==> config.mk <==
export PLATFORM = sky130hd
export DESIGN_NAME = simd_fpx_resolver
export DESIGN_NICKNAME = d
export VERILOG_FILES = /design/src/rtl/simd_fpx_resolver.sv
export SDC_FILE = /design/constraint.sdc
export NUM_CORES = 1
export LEC_CHECK = 0
export BUFFER_PORTS_ARGS = -buffer_cell sky130_fd_sc_hd__buf_4
export CORE_ASPECT_RATIO = 1.1
export CORE_UTILIZATION = 50
export DETAILED_ROUTE_END_ITERATION = 6
export PLACE_DENSITY = 0.85
export SLEW_MARGIN = 20
export SYNTH_ARGS = -nofsm -noshare
export SYNTH_HDL_FRONTEND = slang
export SYNTH_SLANG_ARGS = --single-unit
==> constraint.sdc <==
create_clock -name clk -period 6.57 [get_ports clk]
set_clock_uncertainty 0.15 [all_clocks]
set_input_delay 1.314 -clock clk [delete_from_list [all_inputs] [get_ports clk]]
set_output_delay 1.314 -clock clk [all_outputs]
set_load 0.01 [all_outputs]
==> src/rtl/simd_fpx_resolver.sv <==
module simd_fpx_resolver #(
  parameter int LANES  = 4,
  parameter int NARROW = 2
) (
  input  logic               clk,
  input  logic               rst_n,
  input  logic               op_valid,
  input  logic               wide_op,
  input  logic [LANES-1:0]   lane_en,
  input  logic [8*LANES-1:0] lane_cond,
  input  logic               sw_we,
  input  logic [5:0]         sw_flags,
  input  logic [5:0]         sw_masks,
  output logic [5:0]         flags,
  output logic [5:0]         masks,
  output logic               trap_req,
  output logic [2:0]         trap_cls
);
  localparam int CW = 8;
  localparam int RW = 10;

  // returns {trap, class[2:0], flags[5:0]}
  function automatic logic [RW-1:0] resolve(input logic [CW-1:0] c, input logic [5:0] m);
    logic       go, tr;
    logic [2:0] cl;
    logic [5:0] fl;
    go = 1'b1; tr = 1'b0; cl = 3'd0; fl = 6'd0;
    if (c[0]) begin
      fl[0] = 1'b1;
      if (!m[0]) begin tr = 1'b1; cl = 3'd0; go = 1'b0; end
    end
    if (go && c[1]) go = 1'b0;
    if (go && (c[2] || c[3])) begin
      fl[0] = fl[0] | c[2];
      fl[2] = fl[2] | c[3];
      if (c[2] && !m[0])      begin tr = 1'b1; cl = 3'd0; go = 1'b0; end
      else if (c[3] && !m[2]) begin tr = 1'b1; cl = 3'd2; go = 1'b0; end
    end
    if (go && c[4]) begin
      fl[1] = 1'b1;
      if (!m[1]) begin tr = 1'b1; cl = 3'd1; go = 1'b0; end
    end
    if (go && (c[5] || c[6])) begin
      fl[3] = fl[3] | c[5];
      fl[4] = fl[4] | c[6];
      fl[5] = fl[5] | c[7];
      if (c[5] && !m[3])      begin tr = 1'b1; cl = 3'd3; go = 1'b0; end
      else if (c[6] && !m[4]) begin tr = 1'b1; cl = 3'd4; go = 1'b0; end
    end
    if (go && c[7]) begin
      fl[5] = 1'b1;
      if (!m[5]) begin tr = 1'b1; cl = 3'd5; end
    end
    return {tr, cl, fl};
  endfunction

  logic [RW-1:0] res [LANES];
  logic [5:0]    hit_fl;
  logic          hit_tr;
  logic [2:0]    hit_cls;

  for (genvar g = 0; g < LANES; g++) begin : g_lane
    wire act = lane_en[g] && (wide_op || (g < NARROW));
    assign res[g] = act ? resolve(lane_cond[g*CW +: CW], masks) : '0;
  end

  always_comb begin
    hit_fl  = '0;
    hit_tr  = 1'b0;
    hit_cls = '0;
    for (int l = LANES-1; l >= 0; l--) begin
      hit_fl = hit_fl | res[l][5:0];
      if (res[l][RW-1]) begin
        hit_tr  = 1'b1;
        hit_cls = res[l][8:6];
      end
    end
  end

  always_ff @(posedge clk or negedge rst_n) begin
    if (!rst_n) begin
      flags    <= '0;
      masks    <= '1;
      trap_req <= 1'b0;
      trap_cls <= '0;
    end else begin
      trap_req <= op_valid && hit_tr;
      trap_cls <= (op_valid && hit_tr) ? hit_cls : 3'd0;
      if (sw_we) begin
        flags <= sw_flags;
        masks <= sw_masks;
      end else if (op_valid) begin
        flags <= flags | hit_fl;
      end
    end
  end

  p_sticky_r6: assert property (@(posedge clk) disable iff (!rst_n)
    ($past(rst_n) && !$past(sw_we)) |-> ((flags & $past(flags)) == $past(flags)));

  p_sw_write_r7: assert property (@(posedge clk) disable iff (!rst_n)
    ($past(rst_n) && $past(sw_we)) |-> (flags == $past(sw_flags) && masks == $past(sw_masks)));

  p_trap_needs_op_r8: assert property (@(posedge clk) disable iff (!rst_n)
    trap_req |-> ($past(rst_n) && $past(op_valid)));

  p_cls_range_r9: assert property (@(posedge clk) disable iff (!rst_n)
    (trap_req |-> trap_cls <= 3'd5) and (!trap_req |-> trap_cls == 3'd0));

  p_trap_flag_r10: assert property (@(posedge clk) disable iff (!rst_n)
    (trap_req && !$past(sw_we)) |-> (((flags >> trap_cls) & 6'd1) != 6'd0));
endmodule

==> metrics.md <==
| Metric | Value |
|---|---|
| Status | `finished clean` |
| Syn Inst Count | `~190` |
| Fillers | `240` |
| P&R area growth vs syn | `37.83%` |
| Yosys reg bits | `16` |
| Max VDD drop | `~0.00014 V` |
| Top post-synthesis cells by area | `dfrtp_1 (17%), dfstp_2 (11%), nand2b_1 (8.0%)` |
| Antenna viol nets, final | `0` |
| RSZ-0062 raised after global routing | `no` |
| Crit path largest cell delay | `approximately 0.4 ns` |
| Post-DR wirelength/cell | `~16 µm` |
| WP data arrival | `2.91 ns` |
| Period utilisation layout | `0.4349` |
| FF-to-FF End | `trap_cls[0]$_DFF_PN0_` |
| Via count | `approximately 1,700` |
| Antenna cells | `0` |
| Antenna violations before repair | `0` |
| F_max | `0.3500 GHz` |
| Cell family with most CP delay | `compound AO/OA/AOI/OAI gates` |
| H-tree depth | `1` |
| Placement Setup Slack | `3.412 ns` |
| Placed cells | `roughly 280` |
| Required time worst endpoint | `~6.6 ns` |
| Post-CTS sizing | `0` |
| Fin worst setup slack | `about 3.7 ns` |
| Design Power | `0.0003033 W` |
| Cell area power density | `148.2 mW/mm²` |
| Worst-Skew Late Latency | `approximately 0.28 ns` |
| Core Area | `roughly 0.0028 mm²` |
| DIE WIDTH | `~54 µm` |
| Worst path depth | `7` |
| Reg2Reg Setup Slack | `between 4 and 5 ns` |
| Relative slew slack | `0.6239` |
| DR pass1 iterations | `5` |
| Crit-path max FO | `4` |
| Layout cells sized above 1 | `0.3529` |
| Hold EP | `flags[0]$_DFFE_PN0P_` |
| Clock transition at path regs | `0.10 ns` |
| Die area | `approximately 0.0032 mm²` |
| EDFF count, synth | `0` |
| Postcts setup bufs | `0` |
| CTS tree | `yes` |
| Final hold vios | `0` |
| Rows | `20` |
| First-pass GRT wire length | `7113 µm` |
| Reg area | `about 410 µm²` |
| FF-to-FF Start | `masks[0]$_DFFE_PN1P_` |
| Drt drc | `0` |
| CTS buffer count | `3` |
| Routed vias/inst | `just under 6` |
| Pleak | `around 0.94 nW` |
| Worst-margin pin slew | `0.5590 ns` |
| HPWL after DPL | `about 3700 µm` |
| Seq/Total Area, Yosys | `0.2746` |
| Die H | `about 59 µm` |
| Final WL | `4485 µm` |
| Vias in the first global route | `around 1,600` |
| Setup TNS | `0 ns` |
| Hold/Removal Path Class | `flip-flop to flip-flop` |
| Share of async-settable or async-resettable flops after synthesis | `1.000` |
| Tmin final | `around 2.9 ns` |
| Crit path buf inv count | `1` |
| CP max-delay cell | `a2111oi_4` |
| Pin count of the biggest net entering global routing | `23` |
| CP endpoint kind | `flip-flop` |
| Hold Startpoint | `flags[0]$_DFFE_PN0P_` |
| Post-synth top area share | `0.1685` |
| Number of I/O pins | `slightly below 70` |
| Synth cell count leaders | `nand2b_1 (19), o21ai_0 (19), a21oi_1 (18), nand2_1 (18), inv_1 (14)` |
| R2R cell count | `6` |
| Placer Congestion | `about 0.96` |
| Cells along the critical path | `buf_4 -> o21ba_2 -> a2111oi_4 -> a221oi_2 -> a21boi_2 -> o31a_1 -> nor4bb_1` |
| Syn nets | `240` |
| Starting DRT DRC Count | `around 100` |
| Syn avg cell area | `about 7.9 µm²` |
| Multi-input logic area | `between 0.001 and 0.0015 mm²` |
| CP Class | `input port to flip-flop` |
| Clock Tree Buf Depth | `2` |
| Hold-critical path depth | `2` |
| Critical Path Start Type | `input port` |
| Total track usage | `0.3101` |
| Post-synthesis cell area | `around 0.0015 mm²` |
| CTS root buffer | `clkbuf_4` |
| Max-slew violations | `0` |
| Final #Nets | `309` |
| Hold Buf Count CTS | `0` |
| Predominant post-synthesis flop cell | `dfrtp_1` |
| Setup-failing EPs final | `0` |
| Initial core utilization | `0.5299` |
| # Max-Cap Violations | `0` |
| Grt total ovfl | `0` |
| Synth warn | `0` |
| # port buffers | `a little under 70` |
| Non-filler instance count after layout | `roughly 290` |
| Area leader, netlist | `dfrtp_1` |
| Clock sink count | `16` |
| Post-synth cell types | `just over 50` |
==> per-stage QoR <==
step                hold WS (ns)  cell area, µm²  utilization
floorplan                 0.4007            1485            -
CTS                       0.4161            2047       0.7304
detailed placement        0.3917            2021       0.7210
global route              0.4626            2047       0.7304
finish                    0.4106            2047       0.7304
global placement          0.3811            2021       0.7210
==> cell families after synthesis <==
family / Yosys count / share of synthesized area
buffers and inverters: 18 / 0.04633
muxes: 4 / 0.02948
and+or+nand+nor: 74 / 0.2772
AOI/OAI and AO/OA: 75 / 0.3724
DFF: 16 / 0.2746
==> cell usage in the layout, fill, tap and decap left out, types with 2 or more instances in the layout <==
master / count
a21oi_1: 18
a21o_1: 2
o21ai_0: 19
nand2_1: 18
mux2_2: 3
nand4_1: 2
o21ba_1: 2
a32oi_1: 3
o31a_1: 2
nor2b_1: 10
a211oi_1: 4
dfrtp_1: 10
a221oi_1: 3
nand3_1: 4
nand2b_1: 19
a22o_1: 3
clkbuf_4: 3
o221a_2: 2
buf_4: 68
nor2_1: 5
nor3_1: 4
dfstp_2: 6
nor4_1: 3
inv_1: 14
==> state kept, by name, summed over array words and instances (netlist names) <==
register	count
trap_req	1
masks	6
flags	6
trap_cls	3
==> report_power, final <==
group | switching (W) | total, W | leakage [nW] | internal, W
combinational | 0.0000632 | 0.000127 | 0.741 | 0.0000635
sequential | 0.0000102 | 0.000121 | 0.188 | 0.000111
clock | 0.0000319 | 0.0000555 | 0.0150 | 0.0000236
==> per-layer routing <==
metal / vias to the layer above / part of all wire / global-route usage
met5: - / 0 / 0
met4: 0 / 0.010 / 0.06767
met3: 8 / 0.075 / 0.06154
met2: 83 / 0.49 / 0.5026
met1: 782 / 0.42 / 0.4193
li1: 837 / - / -
==> worst register-to-register path, delay by kind of cell, from the launching register on <==
| family | cells | cell delay (ns) |
|---|---|---|
| AOI/OAI and AO/OA | 4 | 1.04 |
| DFF | 1 | 0.61 |
| and+or+nand+nor | 2 | 0.41 |
==> worst max-delay path by stage <==
stage,startpoint,to,slack (ns)
floorplan,lane_cond[16],trap_cls[0]$_DFF_PN0_,3.66
global placement,lane_cond[16],trap_cls[0]$_DFF_PN0_,3.45
detailed placement,lane_cond[16],trap_cls[0]$_DFF_PN0_,3.41
CTS,lane_cond[16],trap_cls[0]$_DFF_PN0_,3.73
global route,lane_cond[8],trap_cls[0]$_DFF_PN0_,3.61
finish,lane_cond[8],trap_cls[0]$_DFF_PN0_,3.71
==> cell type report <==
| type | instances | area share |
|---|---|---|
| Sequential cell | 16 | 0.1993 |
| Inverter | 14 | 0.02567 |
| Multi-Input combinational cell | 153 | 0.4927 |
| Tap cell | 33 | 0.02017 |
| Clock buffer | 4 | 0.01284 |
| Timing Repair Buffer | 68 | 0.2494 |
Power figures use the tool's default switching activity.
